File: config.mk
export PLATFORM = sky130hd
export DESIGN_NAME = i2c_txq_dma
export DESIGN_NICKNAME = d
export VERILOG_FILES = /design/src/rtl/i2c_txq_pkg.sv /design/src/rtl/txq_store.sv /design/src/rtl/txq_burst_ctl.sv /design/src/rtl/txq_underrun.sv /design/src/rtl/i2c_txq_dma.sv
export SDC_FILE = /design/constraint.sdc
export NUM_CORES = 1
export LEC_CHECK = 0
export ABC_AREA = 0
export BUFFER_PORTS_ARGS = -buffer_cell sky130_fd_sc_hd__buf_2
export CAP_MARGIN = 20
export CORE_UTILIZATION = 52
export CTS_CLUSTER_SIZE = 24
export DETAILED_ROUTE_END_ITERATION = 10
export PLACE_DENSITY_LB_ADDON = 0.05
export SKIP_LAST_GASP = 1
export SLEW_MARGIN = 20
export SYNTH_ARGS = -nofsm -noshare
export SYNTH_HDL_FRONTEND = slang
export SYNTH_SLANG_ARGS = --single-unit
File: constraint.sdc
create_clock -name clk -period 8.4 [get_ports clk]
set_input_delay 0.42 -clock clk [delete_from_list [all_inputs] [get_ports clk]]
set_output_delay 0.42 -clock clk [all_outputs]
set_load 0.005 [all_outputs]
File: src/rtl/i2c_txq_pkg.sv
`timescale 1ns/1ps
package i2c_txq_pkg;
   typedef enum logic [0:0] {
      BQ_IDLE  = 1'b0,
      BQ_BURST = 1'b1
   } burst_st_e;
endpackage

File: src/rtl/txq_store.sv
`timescale 1ns/1ps
module txq_store #(
   parameter int DEPTH = 64,
   parameter int DW    = 8,
   parameter int CNT_W = 7
) (
   input  logic             clk,
   input  logic             rst_n,
   input  logic             push,
   input  logic             pop,
   input  logic [DW-1:0]    wdata,
   output logic [DW-1:0]    rdata,
   output logic [CNT_W-1:0] level,
   output logic             full,
   output logic             empty
);
   localparam int AW = $clog2(DEPTH);

   logic [DW-1:0] mem [DEPTH];
   logic [AW-1:0] wp, rp;

   always_ff @(posedge clk) begin
      if (push) mem[wp] <= wdata;
   end

   always_ff @(posedge clk) begin
      if (!rst_n) begin
         wp    <= '0;
         rp    <= '0;
         level <= '0;
      end else begin
         if (push) wp <= wp + AW'(1);
         if (pop)  rp <= rp + AW'(1);
         case ({push, pop})
            2'b10:   level <= level + CNT_W'(1);
            2'b01:   level <= level - CNT_W'(1);
            default: level <= level;
         endcase
      end
   end

   assign rdata = mem[rp];
   assign full  = (level == CNT_W'(DEPTH));
   assign empty = (level == '0);
endmodule

File: src/rtl/txq_burst_ctl.sv
`timescale 1ns/1ps
module txq_burst_ctl
   import i2c_txq_pkg::*;
#(
   parameter int LVL_W = 7,
   parameter int CNT_W = 7
) (
   input  logic             clk,
   input  logic             rst_n,
   input  logic [LVL_W-1:0] cfg_wmark,
   input  logic [LVL_W-1:0] cfg_burst,
   input  logic             xfer_active,
   input  logic [CNT_W-1:0] level,
   input  logic             dma_ack,
   input  logic             dma_wr,
   output logic             dma_req,
   output logic             in_burst,
   output logic [LVL_W-1:0] wm_eff
);
   burst_st_e        st;
   logic [LVL_W-1:0] bl_q, left;
   logic [LVL_W-1:0] lvl_x;

   assign lvl_x    = LVL_W'(level);
   assign in_burst = (st == BQ_BURST);
   assign dma_req  = (st == BQ_IDLE) && xfer_active && (lvl_x <= wm_eff);

   always_ff @(posedge clk) begin
      if (!rst_n) begin
         st     <= BQ_IDLE;
         left   <= '0;
         wm_eff <= '0;
         bl_q   <= '0;
      end else begin
         case (st)
            BQ_IDLE: begin
               wm_eff <= cfg_wmark;
               bl_q   <= cfg_burst;
               if (dma_req && dma_ack && (bl_q != '0)) begin
                  st   <= BQ_BURST;
                  left <= bl_q;
               end
            end
            default: begin
               if (dma_wr) begin
                  left <= left - LVL_W'(1);
                  if (left == LVL_W'(1)) st <= BQ_IDLE;
               end
            end
         endcase
      end
   end
endmodule

File: src/rtl/txq_underrun.sv
`timescale 1ns/1ps
module txq_underrun (
   input  logic clk,
   input  logic rst_n,
   input  logic pop,
   input  logic empty,
   input  logic xfer_active,
   output logic stall,
   output logic udf_flag
);
   always_ff @(posedge clk) begin
      if (!rst_n) begin
         stall    <= 1'b0;
         udf_flag <= 1'b0;
      end else if (pop && empty && xfer_active) begin
         stall    <= 1'b1;
         udf_flag <= 1'b1;
      end else if (!empty || !xfer_active) begin
         stall    <= 1'b0;
      end
   end
endmodule

File: src/rtl/i2c_txq_dma.sv
`timescale 1ns/1ps
module i2c_txq_dma #(
   parameter int DEPTH = 64,
   parameter int DW    = 8,
   parameter int LVL_W = 7
) (
   input  logic             clk,
   input  logic             rst_n,
   input  logic [LVL_W-1:0] cfg_wmark,
   input  logic [LVL_W-1:0] cfg_burst,
   input  logic             xfer_active,
   output logic             dma_req,
   input  logic             dma_ack,
   input  logic             dma_wr,
   input  logic [DW-1:0]    dma_wdata,
   input  logic             tx_pop,
   output logic             tx_valid,
   output logic [DW-1:0]    tx_data,
   output logic             scl_stall,
   output logic [$clog2(DEPTH+1)-1:0] level,
   output logic             full,
   output logic             empty,
   output logic             ovf_flag,
   output logic             udf_flag
);
   localparam int CNT_W = $clog2(DEPTH+1);

   generate
      if ((DEPTH < 2) || ((DEPTH & (DEPTH - 1)) != 0)) begin : g_bad_depth
         $error("DEPTH must be a power of two, at least 2");
      end
      if (LVL_W < CNT_W) begin : g_bad_lvl
         $error("LVL_W too narrow to express a mark up to DEPTH");
      end
      if (DW < 1) begin : g_bad_dw
         $error("DW must be positive");
      end
   endgenerate

   logic             in_burst;
   logic [LVL_W-1:0] wm_eff;
   logic             push_ok, pop_ok;

   assign push_ok  = dma_wr && in_burst && !full;
   assign pop_ok   = tx_pop && !empty;
   assign tx_valid = !empty;

   txq_store #(.DEPTH(DEPTH), .DW(DW), .CNT_W(CNT_W)) u_store (
      .clk   (clk),
      .rst_n (rst_n),
      .push  (push_ok),
      .pop   (pop_ok),
      .wdata (dma_wdata),
      .rdata (tx_data),
      .level (level),
      .full  (full),
      .empty (empty)
   );

   txq_burst_ctl #(.LVL_W(LVL_W), .CNT_W(CNT_W)) u_ctl (
      .clk         (clk),
      .rst_n       (rst_n),
      .cfg_wmark   (cfg_wmark),
      .cfg_burst   (cfg_burst),
      .xfer_active (xfer_active),
      .level       (level),
      .dma_ack     (dma_ack),
      .dma_wr      (dma_wr),
      .dma_req     (dma_req),
      .in_burst    (in_burst),
      .wm_eff      (wm_eff)
   );

   txq_underrun u_udr (
      .clk         (clk),
      .rst_n       (rst_n),
      .pop         (tx_pop),
      .empty       (empty),
      .xfer_active (xfer_active),
      .stall       (scl_stall),
      .udf_flag    (udf_flag)
   );

   always_ff @(posedge clk) begin
      if (!rst_n)                          ovf_flag <= 1'b0;
      else if (dma_wr && in_burst && full) ovf_flag <= 1'b1;
   end
endmodule

---- Word level (Yosys, flattened, before mapping) ----
Memory sizes are Yosys's and may differ from the RTL's. A register that Yosys moved wholly into a read port is not among the register bits.
Cells that the tools add are included.
word-level totals
  flip-flop bits (word level) ............. 44
  memory bits (writable) .................. 512
  logic and storage cells ................. 57
  memories kept ........................... 1
memories
  memory       depth  width  read ports  clocked after memory_dff  write ports  RTL line         text
  u_store.mem  64     8      1           1                         1            txq_store.sv:19  logic [DW-1:0] mem [DEPTH];
cells by class
  add/sub/neg operators ................... 5
  order comparisons ....................... 1
  equality and inequality tests ........... 5
  multiplexer cells ....................... 14
  bitwise operators ....................... 1
  reduce and logical (&&, ||, !) cells .... 20
operators with widths
  kind                                                                    number
  7-bit 2-to-1 mux                                                        3
  7-bit case mux with 2 select lines                                      1
  7-bit by 1-bit subtractor with 7-bit output (second input constant)     2
  6-bit by 1-bit adder with 6-bit output (second input constant)          2
  6-bit 2-to-1 mux                                                        2
  1-bit logical AND                                                       10
  1-bit 2-to-1 mux                                                        8
  7-bit by 1-bit adder with 7-bit output (second input constant)          1
  7-bit by 1-bit equality test with 1-bit output (second input constant)  1
  7-bit equality test (second input constant)                             1
  7-bit <= comparator                                                     1
  7-bit zero test                                                         1
  7-bit nonzero test                                                      1
  2-bit nonzero test                                                      3
  1-bit zero test                                                         3
  2-bit by 1-bit equality test with 1-bit output (second input constant)  1
  2-bit equality test (second input constant)                             1
  2-bit != test (second input constant)                                   1
  2-bit AND reduction                                                     1
  1-bit logical OR                                                        1
  1-bit inverter                                                          1

---- Depth between registers and ports, before layout ----
Gate-level depths: netlist (run 1).
  word-level depth ........................ 7
  depth in mapped cells ................... 13
  depth with buffers taken out ............ 11

---- Hierarchy ----
From an unflattened synthesis (run 1), not the netlist that was laid out.
second synthesis, totals
  cells, all modules ...................... 1225
  area total of the unflattened synthesis .. 22653.0 um^2
by module, submodules not included
  module         times used  cells each  area each (um^2)  sequential area each (um^2)
  txq_store      1           1073        21270.4           15875.2
  txq_burst_ctl  1           139         1268.7            440.4
  txq_underrun   1           5           63.8              40.0
  i2c_txq_dma    1           8           50.0              20.0

---- Least setup slack after synthesis (run 1) ----
OpenSTA, ideal clock, no wires.
  path kind ............................... register -> register
  start ................................... register u_store.level[3]
  end ..................................... register u_store.level[4]
  data arrival time ....................... 3093 ps
  setup slack ............................. 5235 ps
  stages on the path, launching flop included .. 14
  buffers on the path ..................... 2
  clock period less this slack ............ 3165 ps
  cell sequence ........................... dfxtp_1 > clkbuf_1 > nor4_1 > a31oi_2 > inv_1 > ha_1 > clkbuf_1 > xor2_1 > ha_1 > a21oi_1 > nor2b_1 > o21ai_0 > mux2i_1 > mux2i_1
between the ends
  cells in the longest elaborated chain, start to end .. 5
  elaborated cells on any way between the ends .. 12
  classes of those cells .................. add/sub (2); eq/ne (3); mux (1); reduce/logical (6)
RTL lines
  element                                                                              RTL line         text
  start, declared                                                                      txq_store.sv:13  output logic [CNT_W-1:0] level,
  start signal, assigned                                                               txq_store.sv:35  2'b10: level <= level + CNT_W'(1);
  start signal, assigned                                                               txq_store.sv:36  2'b01: level <= level - CNT_W'(1);
  start signal, assigned                                                               txq_store.sv:37  default: level <= level;
  branches (longest 5 deep; another with 7-bit by 1-bit subtractor with 7-bit output)  --
Several ways; the timed one is not identified.
A chain may end at the register's enable or synchronous reset.

==> run metrics, run 1 <==
RSZ-0062 raised after global routing=no; ant diodes=0; layout cell share with drive strength beyond 1=23.5%; Synth cell types=63; CTS root buf=clkbuf_16; design area=25000 um^2; ys async rst share=0%; average size of a mapped cell=approximately 19 um^2; CP max stage delay=960 ps; Final TNS setup=0 ps; global router's overall resource usage=roughly 23%; first-pass GRT wire length=72900 um; cells along the critical path=buf_4, mux4_2, nor2b_1, a211oi_1, a2111oi_0, a221o_1, buf_2; Fmax achieved=0.223 GHz; relative slew slack=between 20 and 30%; final hold viol count=0; drt first pass iters=7; Yosys Warn Count=0; area fraction of the dominant cell type after synthesis=between 60 and 70%; Slew Limit Fails=0; DR iter-0 viols=979; Area Growth Syn to Fin=10.8%; Avg WL per Cell=26.2 um; area leader, netlist=edfxtp_1; Hold Crit Class=in -> reg; largest cells by area after synthesis=edfxtp_1 (68%), mux4_2 (14%), dfxtp_1 (4.4%); final wirelength=49100 um; Setup crit end kind=primary output; io pins=50; Final ANT Viol Nets=0; core footprint=42300 um^2; CP max FO=44; total die area=44100 um^2; post-DR vias/cell=5.99; Initial Util=53.2%; commonest register cell after synthesis=edfxtp_1; critical path launch point type=flip-flop; CP Data Required Time=7980 ps; Mapped Area=22500 um^2; die extent in x=210 um; Worst Tran Pin Value=1030 ps; critical path class=reg -> out; Max rail drop VDD=0.180 mV; Hold Buf Count CTS=0; register clock-pin slew on the reported worst setup and hold paths=60 ps; Post-CTS Resized=0; Syn Inst Count=1197; vias in the first global route=11246; CTS tree=yes; Clock Path Buffers=3; die height=210 um; slowest CP cell=a2111oi_0; R2R Setup Slk=4730 ps; H-tree levels=2; fin crit period=roughly 4500 ps; HPWL after detailed placement=28700 um; multi-input logic area=5790 um^2; global route overflow=0; Power Total=0.00640 W; Post-CTS Setup Bufs=0; CP Capture Point=tx_data[7]; total of max-cap violations=0; Fin Clk Skew=20.2 ps; TritonCTS sink count=around 560; Num CTS Buffers=55; fillcell total=between 3000 and 4000; Synth Net Count=approximately 1200; worst r2r path cells=7; Crit Reg-Reg Endpoint=u_store.mem[19][4]; Static Leak=between 7 and 8 nW; Final Core Density=between 50% and 60%; register area=approximately 16000 um^2; Crit path arrival time=4070 ps; Area after DPL=23300 um^2; FF+latch count, synth=562; Via Count=11228; reg2reg start=u_ctl.in_burst; power per cell area=between 200 and 300 nW/um^2; Tcrit/Tclk final=53.5%; outcome=finished clean; sequential share of the synthesized area=72.7%; row cnt=75; antenna violations before repair=3; Clk Latency, worst-skew pair=600 ps; EDFF count, synth=512; # nets final=1295; largest net degree at the start of global routing=65; Final setup violation count=0; routability cong.=0.782; I/O Buffers=49; DRC errors left=0
synthesized netlist by cell type, types with 2 or more instances:
cell type	count
a2111oi_0	7
a211oi_1	15
a21o_1	4
a21oi_1	26
a221o_1	4
a31oi_1	2
a32o_1	2
and2_1	3
and3_1	5
buf_1	8
buf_2	14
buf_4	9
clkbuf_1	35
dfxtp_1	50
edfxtp_1	512
ha_1	13
inv_1	14
mux2_2	6
mux2i_1	34
mux4_2	143
nand2_1	31
nand2b_1	6
nand3_1	12
nand3b_1	3
nand4_1	7
nor2_1	118
nor2b_1	27
nor3_1	9
nor4_1	2
o211ai_1	4
o21ai_0	16
o22ai_1	6
or2_2	2
or3_1	5
or3b_2	2
xnor2_1	4
xor2_1	11
kinds of logic after synthesis:
logic type	Yosys count	synth area share [%]
AND/OR/NAND/NOR	238	4.97
flip-flops	562	72.7
AO/OA/AOI/OAI	103	3.20
XOR/XNOR	15	0.583
adder cells (fa/ha/maj)	13	0.722
multiplexers	184	16.2
buffers and inverters	82	1.63
per-stage QoR:
stage | cells | hold slack, ps | setup slack, ps
6_report | 1874 | 58.7 | 3910
5_1_grt | 1874 | 46.3 | 3620
4_1_cts | 1874 | 28.0 | 3770
3_5_place_dp | 1774 | 458 | 4430
3_3_place_gp | 1774 | 451 | 4440
2_1_floorplan | 1197 | 448 | 5240
area by class of cell:
type | count | share of cell area [%]
repair buffers | 67 | 1.55
clock buffers | 75 | 5.94
well taps | 577 | 2.89
flip-flops and latches | 562 | 65.7
multi-input cells | 553 | 23.2
inverters | 15 | 0.226
clock inverters | 25 | 0.521
metal layers:
layer  vias to the layer above  global-route usage (%)  part of all wire (%)
met5                         -                       0                 0.055
met4                         6                    6.67                   2.1
met3                        77                    5.30                   6.5
met2                       370                    35.4                    47
met1                      5828                    32.8                    44
li1                       4947                       -                     -
worst max-delay path: cells and delay by family (launching register included):
family	cells	cell delay, ps
AO/OA/AOI/OAI	3	1300
buffers and inverters	2	930
flip-flops	1	690
multiplexers	1	380
AND/OR/NAND/NOR	1	130
power by group:
| group | internal, W | switching (W) |
|---|---|---|
| logic | 0.000456 | 0.000506 |
| registers | 0.00310 | 0.0000945 |
| clock network | 0.00123 | 0.00101 |
| total | 0.00479 | 0.00161 |
flip-flops by register name, summed over array words and instances (netlist names), named ones only:
signal / count
u_store.rp: 6
ovf_flag: 1
u_udr.udf_flag: 1
u_store.mem: 512
u_ctl.in_burst: 1
u_store.level: 7
u_store.wp: 6
u_udr.stall: 1
u_ctl.bl_q: 7
u_ctl.wm_eff: 7
u_ctl.left: 7
worst min path at each step:
stage                  start         endpoint  cells after the start
2_1_floorplan  u_ctl.left[1]    u_ctl.left[1]                      2
3_3_place_gp        ovf_flag         ovf_flag                      1
3_5_place_dp        ovf_flag         ovf_flag                      1
4_1_cts         cfg_wmark[2]  u_ctl.wm_eff[2]                      3
5_1_grt         cfg_burst[1]    u_ctl.bl_q[1]                      3
6_report        cfg_wmark[3]  u_ctl.wm_eff[3]                      3
layout by cell type (no fill, tap or decap), types with 11 or more instances in the layout:
cell / synthesis / routed
a211oi_1: 15 / 15
a21oi_1: 26 / 26
buf_2: 14 / 46
buf_4: 9 / 21
clkbuf_1: 35 / 18
clkbuf_16: 0 / 56
clkinv_1: 1 / 14
dfxtp_1: 50 / 46
edfxtp_1: 512 / 512
ha_1: 13 / 13
inv_1: 14 / 14
mux2i_1: 34 / 34
mux4_2: 143 / 143
nand2_1: 31 / 31
nand3_1: 12 / 12
nor2_1: 118 / 114
nor2b_1: 27 / 27
o21ai_0: 16 / 16
xor2_1: 11 / 11
Note: power is estimated with default switching activity, not from simulation.
==> run 2: changes to the inputs <==
==> constraint.sdc (replaced) <==
create_clock -name clk -period 3.9 [get_ports clk]
set_input_delay 0.195 -clock clk [delete_from_list [all_inputs] [get_ports clk]]
set_output_delay 0.195 -clock clk [all_outputs]
set_load 0.005 [all_outputs]
==> run 2 against run 1 <==
Compared with the run above:
- register-to-register slack worse by 4200 ps
- clock-buffer cell count unchanged
- clock skew down 6.7 ps
- sequential power up 110%
- first-iteration DRC count down 1.0%
- global-route usage up 0.33 points
- final cell count up 3.0%
==> run metrics, run 2 (synthesized netlist as in run 1, its figures left out) <==
Initial Util=53.2%; Final Core Density=60.3%; fin crit period=around 3600 ps; die height=210 um; final wirelength=49200 um; largest net degree at the start of global routing=65; CTS root buf=clkbuf_16; Final setup violation count=0; register clock-pin slew on the reported worst setup and hold paths=about 60 ps; Via Count=about 11000; global router's overall resource usage=between 20% and 30%; critical path launch point type=flip-flop; Fin Clk Skew=~13 ps; Worst Tran Pin Value=1010 ps; Post-CTS Resized=0; post-DR vias/cell=5.90; Area Growth Syn to Fin=13.4%; total die area=44100 um^2; fillcell total=between 3000 and 4000; CP max FO=58; CTS tree=yes; Max rail drop VDD=0.385 mV; most frequent cells in the layout=edfxtp_1 (512), mux4_2 (143), nor2_1 (118); Avg WL per Cell=25.5 um; HPWL after detailed placement=29900 um; Clock Path Buffers=3; vias in the first global route=11598; core footprint=42300 um^2; Final TNS setup=0 ps; Hold Crit Class=in -> reg; Tcrit/Tclk final=92.2%; power per cell area=548 nW/um^2; met3 global-route usage=3.19%; commonest non-fill, non-tap cell in the layout=edfxtp_1; io pins=50; number of flip-flops in the largest register=512; DR iter-0 viols=969; relative slew slack=roughly a third; H-tree levels=2; row cnt=75; cells along the critical path=buf_4, mux4_2, nor2b_1, a211oi_1, a21oi_1, o22ai_1, a211oi_1, buf_2; antenna violations before repair=1; Slew Limit Fails=0; I/O Buffers=between 40 and 50; Num CTS Buffers=56; total of max-cap violations=0; Top reg by flops=u_store.mem; outcome=finished clean; Fmax achieved=0.278 GHz; global route overflow=0; Setup crit end kind=primary output; critical path class=reg -> out; Static Leak=approximately 8.0 nW; Most common cell on crit path=a211oi_1; die extent in x=210 um; CP max stage delay=approximately 940 ps; final hold viol count=0; ant diodes=0; routability cong.=0.810; CP Data Required Time=3700 ps; Final ANT Viol Nets=0; RSZ-0062 raised after global routing=no; Crit path arrival time=3400 ps; layout cell share with drive strength beyond 1=approximately 25%; DRC errors left=0; met2 Usage GRT=36.4%; Clk Latency, worst-skew pair=610 ps; gr busiest metal=met2; # nets final=1356; slowest CP cell=dfxtp_4; first-pass GRT wire length=approximately 75000 um; TritonCTS sink count=approximately 560; met1 GRT Util=roughly 34%; drt first pass iters=5
==> run 2: cell types whose count changed in the layout (fill, tap and decap cells not counted), moves of 4 or more <==
cell,before,now
buf_4,21,55
dlygate4sd3_1,0,20
buf_12,0,6
clkinv_2,8,3
nor2_1,114,118
nor2_2,4,0
==> run 2: worst paths after layout <==
path / endpoint / depth (start not counted) / slack (ps) / from
setup / recovery: tx_data[1] / 8 / 310 / flip-flop
setup reg to reg: u_store.mem[35][5] / 6 / 580 / u_store.level[3]
hold reg to reg: ovf_flag / 1 / 460 / ovf_flag
hold / removal: u_store.mem[38][1] / 1 / 100 / dma_wdata[1]
==> run 2: timing repair <==
action                                  in CTS  in global routing
endpoints found under the setup margin       0                  5
hold endpoints to repair                    35                  0
setup buffers                                0                  7
hold buffers                                20                  0
==> run 2: stage by stage <==
step | total power, W | hold WS [ps] | cell area, um^2 | instances | worst slack [ps]
4_1_cts | 0.0141 | 60.4 | 25500 | 1923 | 35.1
5_1_grt | 0.0146 | 96.4 | 25500 | 1930 | 96.4
6_report | 0.0140 | 99.3 | 25500 | 1930 | 305
3_3_place_gp | 0.00918 | 424 | 23600 | 1806 | 671
2_1_floorplan | 0.00852 | 294 | 22500 | 1197 | 735
3_5_place_dp | 0.00918 | 432 | 23600 | 1807 | 572
==> run 2: routing by layer <==
layer  part of all wire, %  wire (um)
met3                   4.8       2360
met1                    45      22200
met4                   2.2       1090
met5                 0.020         10
met2                    48      23600
==> run 2: final cells by class <==
type	instances	area, um^2	area share [%]
timing repair buffer	127	963	3.77
tap	577	722	2.83
clock buffer	75	1500	5.89
sequential	562	16400	64.2
clock inverter	21	123	0.480
multi-input combinational	553	5780	22.6
inverter	15	56.3	0.221
==> run 2: worst max-delay path, delay by kind of cell (launching register included) <==
kind	cells	cell delay, ps
muxes	1	310
buffers and inverters	2	510
and+or+nand+nor	1	140
AOI/OAI and AO/OA	4	850
DFF	1	940
==> run 2: power by group <==
part           switching, W  internal [W]  total, W
Sequential         0.000173       0.00668   0.00685
Clock               0.00215       0.00274   0.00489
Combinational       0.00116       0.00109   0.00225
